$ cat config.mk
export PLATFORM = sky130hd
export DESIGN_NAME = softResetSequencer
export DESIGN_NICKNAME = d
export VERILOG_FILES = /design/src/rtl/srsPkg.sv /design/src/rtl/srsDatapath.sv /design/src/rtl/srsCtrl.sv /design/src/rtl/softResetSequencer.sv
export SDC_FILE = /design/constraint.sdc
export NUM_CORES = 1
export LEC_CHECK = 0
export BUFFER_PORTS_ARGS = -buffer_cell sky130_fd_sc_hd__clkbuf_2
export CORE_ASPECT_RATIO = 1.25
export CORE_UTILIZATION = 48
export DETAILED_ROUTE_END_ITERATION = 10
export PLACE_DENSITY_LB_ADDON = 0.3
export SLEW_MARGIN = 25
export SYNTH_ARGS = -nofsm -noshare
export SYNTH_HDL_FRONTEND = slang
export SYNTH_HIERARCHICAL = 1
export SYNTH_SLANG_ARGS = --single-unit
$ cat constraint.sdc
create_clock -name clk -period 3.8 [get_ports clk]
set_input_delay 0.76 -clock clk [delete_from_list [all_inputs] [get_ports clk]]
set_output_delay 0.76 -clock clk [all_outputs]
set_load 0.01 [all_outputs]
$ cat src/rtl/srsPkg.sv
package srsPkg;

  localparam int unsigned NUM_STEPS = 5;

  typedef enum logic [1:0] {
    ST_IDLE,
    ST_WRITE,
    ST_SETTLE,
    ST_READ
  } srsStateT;

  // Strobes from control to datapath
  typedef struct packed {
    logic stepClr;
    logic stepAdv;
    logic settleLoad;
    logic settleDec;
    logic pollClr;
    logic pollInc;
  } srsStrobeT;

  // Static description of one step of the procedure
  typedef struct packed {
    logic useSet;     // 1: set alias, 0: clear alias
    logic wrGate;     // 1: clock-gate mask, 0: soft-reset mask
    logic hasSettle;  // wait before polling
    logic hasPoll;    // poll after the write
    logic pollGate;   // 1: watch clock-gate bit, 0: soft-reset bit
    logic pollVal;    // value that ends the poll
  } srsStepT;

  function automatic srsStepT stepInfo(input logic [2:0] idx);
    srsStepT s;
    case (idx)
      3'd1:    s = '{useSet: 1'b0, wrGate: 1'b1, hasSettle: 1'b0, hasPoll: 1'b0, pollGate: 1'b0, pollVal: 1'b0};
      3'd2:    s = '{useSet: 1'b1, wrGate: 1'b0, hasSettle: 1'b1, hasPoll: 1'b1, pollGate: 1'b1, pollVal: 1'b1};
      3'd3:    s = '{useSet: 1'b0, wrGate: 1'b0, hasSettle: 1'b1, hasPoll: 1'b1, pollGate: 1'b0, pollVal: 1'b0};
      3'd4:    s = '{useSet: 1'b0, wrGate: 1'b1, hasSettle: 1'b1, hasPoll: 1'b1, pollGate: 1'b1, pollVal: 1'b0};
      default: s = '{useSet: 1'b0, wrGate: 1'b0, hasSettle: 1'b1, hasPoll: 1'b1, pollGate: 1'b0, pollVal: 1'b0};
    endcase
    return s;
  endfunction

endpackage

$ cat src/rtl/srsDatapath.sv
module srsDatapath
  import srsPkg::*;
#(
  parameter int unsigned ADDR_W        = 32,
  parameter int unsigned DATA_W        = 32,
  parameter logic [ADDR_W-1:0] BASE_ADDR = '0,
  parameter int unsigned SET_OFS       = 4,
  parameter int unsigned CLR_OFS       = 8,
  parameter int unsigned SRST_BIT      = 31,
  parameter int unsigned GATE_BIT      = 30,
  parameter int unsigned SETTLE_CYCLES = 16,
  parameter int unsigned POLL_LIMIT    = 1024
) (
  input  logic              clk,
  input  logic              rstN,
  input  srsStrobeT         strb,
  input  logic              busWrite,
  input  logic [DATA_W-1:0] busRdata,
  output logic [ADDR_W-1:0] busAddr,
  output logic [DATA_W-1:0] busWdata,
  output logic              settleDone,
  output logic              pollLast,
  output logic              condMet,
  output logic              hasSettle,
  output logic              hasPoll,
  output logic              lastStep
);

  localparam int unsigned SW = $clog2(SETTLE_CYCLES + 1);
  localparam int unsigned PW = $clog2(POLL_LIMIT + 1);
  localparam logic [DATA_W-1:0] ONE       = {{(DATA_W-1){1'b0}}, 1'b1};
  localparam logic [DATA_W-1:0] SRST_MASK = ONE << SRST_BIT;
  localparam logic [DATA_W-1:0] GATE_MASK = ONE << GATE_BIT;
  localparam logic [ADDR_W-1:0] SET_ADDR  = BASE_ADDR + ADDR_W'(SET_OFS);
  localparam logic [ADDR_W-1:0] CLR_ADDR  = BASE_ADDR + ADDR_W'(CLR_OFS);

  logic [2:0]    stepIdx;
  logic [SW-1:0] settleCnt;
  logic [PW-1:0] pollCnt;
  srsStepT       cur;
  logic [DATA_W-1:0] watchMask;

  assign cur = stepInfo(stepIdx);

  always_ff @(posedge clk or negedge rstN) begin
    if (!rstN) begin
      stepIdx <= '0;
    end else if (strb.stepClr) begin
      stepIdx <= '0;
    end else if (strb.stepAdv) begin
      stepIdx <= stepIdx + 3'd1;
    end
  end

  always_ff @(posedge clk or negedge rstN) begin
    if (!rstN) begin
      settleCnt <= '0;
    end else if (strb.settleLoad) begin
      settleCnt <= SW'(SETTLE_CYCLES - 1);
    end else if (strb.settleDec) begin
      settleCnt <= settleCnt - SW'(1);
    end
  end

  always_ff @(posedge clk or negedge rstN) begin
    if (!rstN) begin
      pollCnt <= '0;
    end else if (strb.pollClr) begin
      pollCnt <= '0;
    end else if (strb.pollInc) begin
      pollCnt <= pollCnt + PW'(1);
    end
  end

  assign busAddr    = !busWrite ? BASE_ADDR : (cur.useSet ? SET_ADDR : CLR_ADDR);
  assign busWdata   = cur.wrGate ? GATE_MASK : SRST_MASK;
  assign watchMask  = cur.pollGate ? GATE_MASK : SRST_MASK;
  assign condMet    = ((busRdata & watchMask) != '0) == cur.pollVal;
  assign settleDone = (settleCnt == '0);
  assign pollLast   = (pollCnt == PW'(POLL_LIMIT - 1));
  assign hasSettle  = cur.hasSettle;
  assign hasPoll    = cur.hasPoll;
  assign lastStep   = (stepIdx == 3'(NUM_STEPS - 1));

  AST_POLL_BOUND: assert property (@(posedge clk) disable iff (!rstN)
    pollCnt < PW'(POLL_LIMIT));
  AST_SETTLE_RANGE: assert property (@(posedge clk) disable iff (!rstN)
    settleCnt < SW'(SETTLE_CYCLES));
  AST_STEP_RANGE: assert property (@(posedge clk) disable iff (!rstN)
    stepIdx < 3'(NUM_STEPS));

endmodule

$ cat src/rtl/srsCtrl.sv
module srsCtrl
  import srsPkg::*;
(
  input  logic      clk,
  input  logic      rstN,
  input  logic      start,
  input  logic      busAck,
  input  logic      settleDone,
  input  logic      pollLast,
  input  logic      condMet,
  input  logic      hasSettle,
  input  logic      hasPoll,
  input  logic      lastStep,
  output srsStrobeT strb,
  output logic      busReq,
  output logic      busWrite,
  output logic      busy,
  output logic      done,
  output logic      error
);

  srsStateT stateQ, stateD;
  logic     finOk, finErr;

  always_comb begin
    stateD   = stateQ;
    strb     = '0;
    busReq   = 1'b0;
    busWrite = 1'b0;
    finOk    = 1'b0;
    finErr   = 1'b0;
    case (stateQ)
      ST_IDLE: begin
        if (start) begin
          strb.stepClr = 1'b1;
          stateD       = ST_WRITE;
        end
      end
      ST_WRITE: begin
        busReq   = 1'b1;
        busWrite = 1'b1;
        if (busAck) begin
          if (hasSettle) begin
            strb.settleLoad = 1'b1;
            stateD          = ST_SETTLE;
          end else if (hasPoll) begin
            strb.pollClr = 1'b1;
            stateD       = ST_READ;
          end else if (lastStep) begin
            finOk  = 1'b1;
            stateD = ST_IDLE;
          end else begin
            strb.stepAdv = 1'b1;
          end
        end
      end
      ST_SETTLE: begin
        if (!settleDone) begin
          strb.settleDec = 1'b1;
        end else if (hasPoll) begin
          strb.pollClr = 1'b1;
          stateD       = ST_READ;
        end else if (lastStep) begin
          finOk  = 1'b1;
          stateD = ST_IDLE;
        end else begin
          strb.stepAdv = 1'b1;
          stateD       = ST_WRITE;
        end
      end
      ST_READ: begin
        busReq = 1'b1;
        if (busAck) begin
          if (condMet) begin
            if (lastStep) begin
              finOk  = 1'b1;
              stateD = ST_IDLE;
            end else begin
              strb.stepAdv = 1'b1;
              stateD       = ST_WRITE;
            end
          end else if (pollLast) begin
            finErr = 1'b1;
            stateD = ST_IDLE;
          end else begin
            strb.pollInc = 1'b1;
          end
        end
      end
      default: stateD = ST_IDLE;
    endcase
  end

  always_ff @(posedge clk or negedge rstN) begin
    if (!rstN) begin
      stateQ <= ST_IDLE;
      done   <= 1'b0;
      error  <= 1'b0;
    end else begin
      stateQ <= stateD;
      done   <= finOk;
      error  <= finErr;
    end
  end

  assign busy = (stateQ != ST_IDLE);

  AST_DONE_PULSE: assert property (@(posedge clk) disable iff (!rstN)
    done |=> !done);
  AST_ERROR_PULSE: assert property (@(posedge clk) disable iff (!rstN)
    error |=> !error);
  AST_NOT_BOTH: assert property (@(posedge clk) disable iff (!rstN)
    !(done && error));
  AST_END_IDLE: assert property (@(posedge clk) disable iff (!rstN)
    (done || error) |-> !busy);
  AST_REQ_HOLD: assert property (@(posedge clk) disable iff (!rstN)
    (busReq && !busAck) |=> (busReq && $stable(busWrite)));
  AST_ERR_AFTER_POLL: assert property (@(posedge clk) disable iff (!rstN)
    $rose(error) |-> $past(busReq && !busWrite && busAck));

endmodule

$ cat src/rtl/softResetSequencer.sv
module softResetSequencer
  import srsPkg::*;
#(
  parameter int unsigned ADDR_W        = 32,
  parameter int unsigned DATA_W        = 32,
  parameter logic [ADDR_W-1:0] BASE_ADDR = 32'h8002_4000,
  parameter int unsigned SET_OFS       = 4,
  parameter int unsigned CLR_OFS       = 8,
  parameter int unsigned SRST_BIT      = 31,
  parameter int unsigned GATE_BIT      = 30,
  parameter int unsigned SETTLE_CYCLES = 16,
  parameter int unsigned POLL_LIMIT    = 1024
) (
  input  logic              clk,
  input  logic              rstN,
  input  logic              start,
  output logic              busy,
  output logic              done,
  output logic              error,
  output logic              busReq,
  output logic              busWrite,
  output logic [ADDR_W-1:0] busAddr,
  output logic [DATA_W-1:0] busWdata,
  input  logic              busAck,
  input  logic [DATA_W-1:0] busRdata
);

  srsStrobeT strb;
  logic settleDone, pollLast, condMet, hasSettle, hasPoll, lastStep;

  srsCtrl uCtrl (
    .clk        (clk),
    .rstN       (rstN),
    .start      (start),
    .busAck     (busAck),
    .settleDone (settleDone),
    .pollLast   (pollLast),
    .condMet    (condMet),
    .hasSettle  (hasSettle),
    .hasPoll    (hasPoll),
    .lastStep   (lastStep),
    .strb       (strb),
    .busReq     (busReq),
    .busWrite   (busWrite),
    .busy       (busy),
    .done       (done),
    .error      (error)
  );

  srsDatapath #(
    .ADDR_W        (ADDR_W),
    .DATA_W        (DATA_W),
    .BASE_ADDR     (BASE_ADDR),
    .SET_OFS       (SET_OFS),
    .CLR_OFS       (CLR_OFS),
    .SRST_BIT      (SRST_BIT),
    .GATE_BIT      (GATE_BIT),
    .SETTLE_CYCLES (SETTLE_CYCLES),
    .POLL_LIMIT    (POLL_LIMIT)
  ) uData (
    .clk        (clk),
    .rstN       (rstN),
    .strb       (strb),
    .busWrite   (busWrite),
    .busRdata   (busRdata),
    .busAddr    (busAddr),
    .busWdata   (busWdata),
    .settleDone (settleDone),
    .pollLast   (pollLast),
    .condMet    (condMet),
    .hasSettle  (hasSettle),
    .hasPoll    (hasPoll),
    .lastStep   (lastStep)
  );

  AST_ADDR_STABLE: assert property (@(posedge clk) disable iff (!rstN)
    (busReq && !busAck) |=> ($stable(busAddr) && $stable(busWdata)));
  AST_IDLE_QUIET: assert property (@(posedge clk) disable iff (!rstN)
    (done || error) |-> !busReq);

endmodule

==> results of run 1 <==
## power breakdown
| group | switching (mW) | internal (mW) | leakage, nW |
|---|---|---|---|
| Clock | 0.0755 | 0.0747 | 0.0228 |
| Combinational | 0.286 | 0.217 | 0.608 |
| Sequential | 0.0528 | 0.296 | 0.295 |
## sequential cells by signal (all words and copies together), names as in the netlist
signal           flops
uCtrl/error          1
uCtrl/done           1
uData/pollCnt       11
uCtrl/stateQ         2
uData/settleCnt      5
uData/stepIdx        3
## layout make-up
class | instances | area (um2) | area share
well taps | 54 | 67.56 | 0.03709
repair buffers | 14 | 70.07 | 0.03846
inverters | 12 | 45.04 | 0.02473
clock buffers | 4 | 45.04 | 0.02473
multi-input cells | 175 | 1018 | 0.5591
flip-flops and latches | 23 | 575.6 | 0.3159
## cell usage after synthesis (2+ instances only)
cell and instances:
nand4_1 3, a21oi_1 14, xnor2_1 6, conb_1 2
nand2_1 11, and2_1 2, or4_1 4, nand2b_1 3
ha_1 11, nand3_1 4, mux2i_1 3, nor2_1 14
inv_1 12, xor2_1 3, dfrtp_1 23, o21bai_1 2
nor4b_1 3, o21ai_0 5, and3_1 4, nor3_1 2
nor2b_1 4, buf_4 61, o31ai_1 4
## per-layer routing
layer	wire [um]	vias up	share of wire	global-route usage
li1	-	624	-	-
met1	1226	576	0.44	0.1766
met2	1334	54	0.48	0.2350
met3	145	4	0.052	0.02496
met4	57	0	0.021	0.06614
met5	0	-	0	0
## worst min-delay path by stage
stage,endpoint,slack (ns),cells past startpoint
2_1_floorplan,uCtrl/done$_DFF_PN0_,0.46,0
3_3_place_gp,uData/settleCnt[4]$_DFFE_PN0P_,0.53,2
3_5_place_dp,uData/settleCnt[4]$_DFFE_PN0P_,0.54,2
4_1_cts,uData/settleCnt[1]$_DFFE_PN0P_,0.50,1
5_1_grt,uData/pollCnt[9]$_DFFE_PN0P_,0.53,1
6_report,uData/pollCnt[8]$_DFFE_PN0P_,0.48,1
## through the flow
stage | total power, mW | hold slack [ns] | util
after floorplan | 0.7882 | 0.4644 | -
after global placement | 0.8487 | 0.5337 | 0.4694
after detailed placement | 0.8569 | 0.5380 | 0.4694
after CTS | 1.013 | 0.5043 | 0.4813
after global routing | 1.094 | 0.5270 | 0.4813
final | 1.002 | 0.4841 | 0.4813
## cells in the final DEF, fill, tap and decap left out, types with 2 or more instances in the layout
cell / n
o21bai_1: 2
and3_1: 4
nor4b_1: 3
nand3_1: 4
clkbuf_2: 14
o31ai_1: 4
or4_1: 4
xor2_1: 3
nor2_1: 14
a21oi_1: 14
nor2b_1: 4
conb_1: 60
nand2b_1: 3
inv_1: 12
o21ai_0: 5
ha_1: 11
nand2_1: 11
and2_1: 2
dfrtp_1: 23
xnor2_1: 6
nor3_1: 2
clkbuf_8: 3
mux2i_1: 3
nand4_1: 3
## cell families after synthesis
| family | Yosys count | share of synthesized area |
|---|---|---|
| AO/OA/AOI/OAI | 29 | 0.09223 |
| XOR/XNOR | 9 | 0.04150 |
| adder cells (fa/ha/maj) | 11 | 0.07246 |
| buffers and inverters | 76 | 0.2754 |
| flip-flops | 23 | 0.3030 |
| multiplexers | 5 | 0.02964 |
| other | 2 | 0.003954 |
| AND/OR/NAND/NOR | 61 | 0.1818 |
==> results.yml, run 1 <==
outcome:
  status: "completed"
cts:
  clock_sinks: 23
  worstSkewPairLatency_ns: 0.26
  cts-htree-levels: 1
  tritoncts: "yes"
  cts_hold_buf: 0
  cts-resized-gates: 0
  clk_pin_slew_ns: 0.08
  cts.path.max_buffers: 2
  cts_buffers: 3
  post_cts_buffers: 0
  cts_root_buf: "clkbuf_8"
run:
  cap_violations: 0
setup_path:
  start_kind: "flop"
  crit_buf_inv: 1
  path_class: "reg -> reg"
  crit_end: "uData/pollCnt[8]$_DFFE_PN0P_"
  crit_fanout: 7
  path_delay_family: "simple AND/OR/NAND/NOR gates"
  cpPeakStageDelay_ns: 0.44
  cp.required_ns: 3.98
  startpoint: "uData/stepIdx[0]$_DFFE_PN0P_"
  reg2reg_from: "uData/stepIdx[0]$_DFFE_PN0P_"
  path_cells: "inv_1 -> ha_1 -> nor2_1 -> a211oi_1 -> a21oi_1 -> nor2b_1 -> nand2_1 -> nor2_1 -> nand2_1 -> or4_1 -> a21oi_1"
  rrSetupSlack_ns: 1.16
  cp-end-kind: "flop"
  r2r_cells: 11
  cp.arrival_ns: 2.82
  timing.rr.end: "uData/pollCnt[8]$_DFFE_PN0P_"
  cp.depth: 11
  critPathSlowestCell: "or4_1"
timing:
  slew_headroom: 0.3988
  hold_viol: 0
  rsz0062_at_grt: "false"
  fmax_mhz: 378.8
  fin_skew_ns: 0.004976
  slew_viol_final: 0
  period_needed_ns: 2.640
  period_share: 0.6947
  setup_viol: 0
  tightest_slew_ns: 0.9018
  tns_ns: 0
  layout_setup_ws_ns: 1.160
route:
  drc: 0
  wl_mm: 2.764
  vias_per_cell: 4.461
  vias: 1258
  drt-wirelength-per-cell_um: 9.801
  drtPass1Iterations: 4
  ant_nets: 0
  drtIter0Drc: 26
power:
  p_per_area_mw_per_mm2: 550.1
  leakage_nw: 0.9260
  ir_drop_mv: 0.2819
floorplan:
  initial_core_util: 0.5018
  row_count: 25
  ioPinCount: 105
  die_h_um: 72.33
  die_width_um: 58.27
  fp.coreArea_mm2: 0.003785
  dieArea_mm2: 0.004214
placed_design:
  port_buffers: 14
  dp.cells: 278
  pre_cts_ws_ns: 1.094
  gp_congestion: 0.8161
  placed_cell_area_mm2: 0.001777
  hpwl_mm: 2.131
yosys:
  ys_seq_area_frac: 0.3030
  synth_seq_cells: 23
  yosys.area.top_type: "dfrtp_1"
  synth_ff_type: "dfrtp_1"
  syn_avg_cell_area_um2: 8.793
  syn_area_mm2: 0.001899
  yosys_warnings: 6
  synthArstFlopShare: 1.000
  synthTopCellsByArea: "dfrtp_1 (30%), buf_4 (24%), ha_1 (7.2%)"
  ys_types: 39
  synth_top_area_frac: 0.3030
  netlist_instances: 216
  synth_edf_count: 0
global_route:
  antenna_found_initial: 0
  grt_max_degree: 24
  grt_pass1_vias: 1053
  grt_usage: 0.1414
  grt-ovfl-total: 0
  grt_pass1_wl_mm: 4.650
layout:
  fin_cells: 282
  fillCellCount: 376
  final_area_mm2: 0.001822
  drive_gt1_frac: 0.1053
  antenna_cells: 0
  final_nets: 276
  area_growth_pct: -4.084
worst_hold_path:
  min_path_type: "in -> async"
(Power assumes the default switching activity.)
==> inputs of run 2 (changes only) <==
--- a/config.mk
+++ b/config.mk
@@ -7,7 +7,7 @@
 export LEC_CHECK = 0
 export BUFFER_PORTS_ARGS = -buffer_cell sky130_fd_sc_hd__clkbuf_2
 export CORE_ASPECT_RATIO = 1.25
-export CORE_UTILIZATION = 48
+export CORE_UTILIZATION = 41
 export DETAILED_ROUTE_END_ITERATION = 10
 export PLACE_DENSITY_LB_ADDON = 0.3
 export SLEW_MARGIN = 25
==> constraint.sdc (replaced) <==
create_clock -name clk -period 2.2 [get_ports clk]
set_input_delay 0.44 -clock clk [delete_from_list [all_inputs] [get_ports clk]]
set_output_delay 0.44 -clock clk [all_outputs]
set_load 0.01 [all_outputs]
==> run 2 against run 1 <==
Effect of this change:
- the flow now finishes with violations (negative setup slack)
- largest cell class unchanged
- sequential cell count unchanged
- die area up 17%
- global-route usage down 1.3 points
- power up 100%
- worst setup slack worse by 1.2 ns
- final area up 16%
- first-iteration DRC count up 62%
- count of clock-buffer cells in the layout down 1
- via count up 6.0%
- combinational power up 130%
- sequential share of layout area down 4.3 points
- cell count up 8.9%
==> results.yml, run 2 (same netlist as run 1, synthesis figures left out) <==
global_route:
  grt_pass1_vias: 1176
  grt_usage: 0.1280
  antenna_found_initial: 0
  grt_max_degree: 24
  grt_pass1_wl_mm: 5.106
  grt-ovfl-total: 0
timing:
  layout_setup_ws_ns: -0.002820
  fin_skew_ns: 0.001881
  tightest_slew_ns: 0.5924
  period_needed_ns: 2.203
  slew_headroom: 0.6051
  rsz0062_at_grt: "true"
  slew_viol_final: 0
  setup_viol: 1
  period_share: 1.001
  whs_ns: 0.1697
  tns_ns: -0.002820
  hold_viol: 0
  fmax_mhz: 454.0
setup_path:
  r2r_cells: 11
  crit_end: "uData/stepIdx[1]$_DFFE_PN0P_"
  start_kind: "flop"
  reg2reg_from: "uData/stepIdx[1]$_DFFE_PN0P_"
  cp-end-kind: "flop"
  cp.required_ns: 2.35
  startpoint: "uData/stepIdx[1]$_DFFE_PN0P_"
  timing.rr.end: "uData/stepIdx[1]$_DFFE_PN0P_"
  rrSetupSlack_ns: -0.003
  cp.arrival_ns: 2.35
  crit_fanout: 3
  path_class: "reg -> reg"
cts:
  cts_root_buf: "clkbuf_8"
  clock_sinks: 23
  cts_buffers: 3
  clk_pin_slew_ns: 0.08
  cts_hold_buf: 0
  tritoncts: "yes"
  cts.path.max_buffers: 2
  cts-htree-levels: 1
  worstSkewPairLatency_ns: 0.26
floorplan:
  row_count: 27
  die_width_um: 62.88
  dieArea_mm2: 0.004910
  ioPinCount: 105
  die_h_um: 78.10
  fp.coreArea_mm2: 0.004425
  initial_core_util: 0.4292
layout:
  final_cell_mix: "conb_1 (60), dfrtp_1 (22), buf_4 (20)"
  drive_gt1_frac: 0.2811
  fin_cells: 307
  antenna_cells: 0
  mostFrequentLayoutCell: "conb_1"
  final_nets: 297
  reg_top3: "uData/pollCnt (11), uData/settleCnt (5), uData/stepIdx (3)"
  largest_reg_flops: 11
  largest-register: "uData/pollCnt"
  area_growth_pct: 11.26
  fillCellCount: 465
route:
  drt-wirelength-per-cell_um: 10.07
  wl_met1_mm: 1.378
  wl_met2_mm: 1.575
  wl_mm: 3.091
  drc: 0
  ant_nets: 0
  met3_length_um: 121
  drtPass1Iterations: 4
  vias_per_cell: 4.345
  vias: 1334
  topRoutingLayerUsed: "met4"
  drtIter0Drc: 42
placed_design:
  port_buffers: 14
  gp_congestion: 0.7670
  hpwl_mm: 2.290
  dp.cells: 297
power:
  leakage_nw: 1.051
  p_per_area_mw_per_mm2: 961.0
  ir_drop_mv: 0.7469
outcome:
  violations: "negative setup slack"
  status: "complete, but fails checks"
worst_hold_path:
  min_path_type: "in -> async"
run:
  cap_violations: 0
[run 2: per-layer routing]
layer  GRT usage  up-vias
li1            -      666
met1      0.1656      619
met2      0.2172       47
met3     0.02180        2
met4     0.03488        0
met5           0        -
[run 2: through the flow]
stage | worst slack [ns] | power (mW) | instance area (um2) | util
6_report | -0.002820 | 2.031 | 2113 | 0.4775
3_3_place_gp | -0.03857 | 1.589 | 1899 | 0.4292
3_5_place_dp | -0.07681 | 1.602 | 1899 | 0.4292
5_1_grt | -0.09766 | 2.215 | 2113 | 0.4775
4_1_cts | -0.02425 | 1.889 | 1973 | 0.4459
2_1_floorplan | 0.004816 | 1.365 | 2122 | -
[run 2: final cells by class]
type	instances	area (um2)	area share
Sequential cell	23	576.8	0.2729
Multi-Input combinational cell	175	1141	0.5400
Tap cell	58	72.57	0.03434
Clock buffer	3	41.29	0.01954
Timing Repair Buffer	35	231.5	0.1095
Clock inverter	1	5.005	0.002368
Inverter	12	45.04	0.02131
[run 2: what timing repair did]
| item | 4_1_cts | 5_1_grt |
|---|---|---|
| gates resized for setup | 4 | 27 |
| setup endpoints to repair | 7 | 16 |
| gates cloned | 0 | 0 |
| buffers inserted | 2 | 4 |
| pin swaps | 5 | 12 |
[run 2: worst min-delay path by stage]
stage / from / end / slack [ns] / depth (start not counted)
5_1_grt: rstN / uData/pollCnt[3]$_DFFE_PN0P_ / 0.21 / 1
4_1_cts: rstN / uData/pollCnt[4]$_DFFE_PN0P_ / 0.18 / 1
6_report: rstN / uData/pollCnt[3]$_DFFE_PN0P_ / 0.17 / 1
3_3_place_gp: rstN / uData/pollCnt[4]$_DFFE_PN0P_ / 0.47 / 1
2_1_floorplan: rstN / uCtrl/done$_DFF_PN0_ / 0.14 / 0
3_5_place_dp: rstN / uData/pollCnt[4]$_DFFE_PN0P_ / 0.48 / 1
[run 2: worst max-delay path, stage by stage, from the launching register on]
cell and delay [ns]:
dfrtp_2 0.45, ha_4 0.18, buf_4 0.14, inv_2 0.05
nand3_2 0.09, or3b_4 0.43, nand2_2 0.09, a21oi_2 0.06
nor3_2 0.22, buf_4 0.17, mux2i_1 0.17, nor2_1 0.06
[run 2: power by group]
part           total (mW)  leakage [nW]  switching (mW)  internal (mW)
sequential          0.609         0.293          0.0959          0.513
combinational        1.17         0.732           0.598          0.571
clock               0.254        0.0255           0.127          0.126
==> inputs of run 3 (changes only) <==
--- a/config.mk
+++ b/config.mk
@@ -10,6 +10,7 @@
 export CORE_UTILIZATION = 41
 export DETAILED_ROUTE_END_ITERATION = 10
 export PLACE_DENSITY_LB_ADDON = 0.3
+export RECOVER_POWER = 25
 export SLEW_MARGIN = 25
 export SYNTH_ARGS = -nofsm -noshare
 export SYNTH_HDL_FRONTEND = slang
==> run 3 against run 2 <==
Effect of this change:
- the flow still finishes with violations (negative setup slack)
- highest routed layer unchanged
- sequential cell count did not move
- critical path type unchanged
- critical endpoint unchanged
- power barely moved
- clock skew did not move
==> results.yml, run 3 (same netlist as run 1, synthesis figures left out) <==
outcome:
  status: "complete, but fails checks"
  violations: "negative setup slack"
global_route:
  antenna_found_initial: 0
  met2_usage: 0.2172
  busiest_layer: "met2"
  grt-ovfl-total: 0
  grt_max_degree: 24
  grt_pass1_wl_mm: 5.106
  use_met3: 0.02180
  grt_usage: 0.1280
  grt_pass1_vias: 1176
  use_met1: 0.1656
route:
  drtIter0Drc: 42
  vias_per_cell: 4.345
  drc: 0
  ant_nets: 0
  vias: 1334
  drtPass1Iterations: 4
  drt-wirelength-per-cell_um: 10.07
  wl_mm: 3.090
cts:
  worstSkewPairLatency_ns: 0.26
  tritoncts: "yes"
  cts-htree-levels: 1
  clock_sinks: 23
  cts_root_buf: "clkbuf_8"
  cts_buffers: 3
  cts.path.max_buffers: 2
  clk_pin_slew_ns: 0.08
  cts_hold_buf: 0
timing:
  hold_viol: 0
  period_needed_ns: 2.203
  setup_viol: 1
  tightest_slew_ns: 1.270
  slew_viol_final: 0
  layout_setup_ws_ns: -0.002820
  fmax_mhz: 454.0
  slew_headroom: 0.1531
  period_share: 1.001
  rsz0062_at_grt: "true"
  fin_skew_ns: 0.001881
  whs_ns: 0.4354
layout:
  area_growth_pct: 11.20
  reg_top3: "uData/pollCnt (11), uData/settleCnt (5), uData/stepIdx (3)"
  fillCellCount: 466
  final_cell_mix: "conb_1 (60), dfrtp_1 (22), buf_4 (20)"
  antenna_cells: 0
  largest_reg_flops: 11
  fin_util: 0.4772
  multi_input_area_mm2: 0.001141
  largest-register: "uData/pollCnt"
  final_area_mm2: 0.002112
  regArea_um2: 576.8
  final_nets: 297
  mostFrequentLayoutCell: "conb_1"
  drive_gt1_frac: 0.2771
floorplan:
  ioPinCount: 105
  row_count: 27
  die_h_um: 78.10
  die_width_um: 62.88
  initial_core_util: 0.4292
  dieArea_mm2: 0.004910
  fp.coreArea_mm2: 0.004425
run:
  cap_violations: 0
placed_design:
  gp_congestion: 0.7670
  hpwl_mm: 2.290
  placed_cell_area_mm2: 0.001899
  pre_cts_ws_ns: -0.07681
  port_buffers: 14
setup_path:
  cp.arrival_ns: 2.35
  critPathSlowestCell: "dfrtp_2"
  start_kind: "flop"
  path_cells: "ha_4 -> buf_4 -> inv_2 -> nand3_2 -> or3b_4 -> nand2_2 -> a21oi_2 -> nor3_2 -> buf_4 -> mux2i_1 -> nor2_1"
  crit_fanout: 3
  path_class: "reg -> reg"
  crit_top_cell: "buf_4"
  cpPeakStageDelay_ns: 0.45
  cp.required_ns: 2.35
  cp-end-kind: "flop"
power:
  p_total_mw: 2.030
  p_per_area_mw_per_mm2: 961.4
  ir_drop_mv: 0.7469
  leakage_nw: 1.048
worst_hold_path:
  min_path_type: "in -> async"
[run 3: cell counts in the layout (fill, tap and decap cells not counted)]
Identical to the previous run, type by type.
[run 3: metrics by stage]
step	TNS, ns	cells
final	-0.002820	307
after CTS	-0.02607	303
after detailed placement	-0.2942	297
after global placement	-0.1473	297
after global routing	-0.2502	307
after floorplan	0	274
[run 3: cell type report]
class	instances	share of cell area
Tap cell	58	0.03436
Multi-Input combinational cell	175	0.5403
Clock inverter	1	0.002370
Clock buffer	3	0.01955
Timing Repair Buffer	35	0.1090
Inverter	12	0.02133
Sequential cell	23	0.2731
[run 3: final timing paths]
kind	startpoint	endpoint	slack, ns	cells after the start
worst max-delay path	uData/stepIdx[1]$_DFFE_PN0P_	uData/stepIdx[1]$_DFFE_PN0P_	-0.003	11
worst min-delay path	rstN	uData/pollCnt[3]$_DFFE_PN0P_	0.44	1
worst max register to register	uData/stepIdx[1]$_DFFE_PN0P_	uData/stepIdx[1]$_DFFE_PN0P_	-0.003	11
worst min register to register	uData/settleCnt[0]$_DFFE_PN0P_	uData/settleCnt[0]$_DFFE_PN0P_	0.56	2
max in group asynchronous	rstN	uData/stepIdx[1]$_DFFE_PN0P_	0.93	1
min in group clk	start	uData/stepIdx[1]$_DFFE_PN0P_	0.56	3
[run 3: worst max-delay path: cells and delay by family, from the launching register on]
kind,cells,cell delay (ns)
mux,1,0.17
flops,1,0.45
fa+ha+maj,1,0.18
compound gates,1,0.06
simple gates,5,0.89
buf+inv,3,0.36
[run 3: where the power goes]
| group | switching [mW] | leakage (nW) | internal (mW) |
|---|---|---|---|
| registers | 0.0959 | 0.293 | 0.513 |
| clock network | 0.127 | 0.0255 | 0.126 |
| logic | 0.598 | 0.729 | 0.570 |
[run 3: routing by layer]
layer,vias to the layer above,share of wire
met2,47,0.51
met5,-,0
met4,0,0.0052
li1,666,-
met1,619,0.45
met3,2,0.039
[run 3: what timing repair did]
item | CTS | global route
setup endpoints to repair | 7 | 16
pin swaps | 5 | 12
setup buffers | 2 | 4
gates resized for setup | 4 | 27
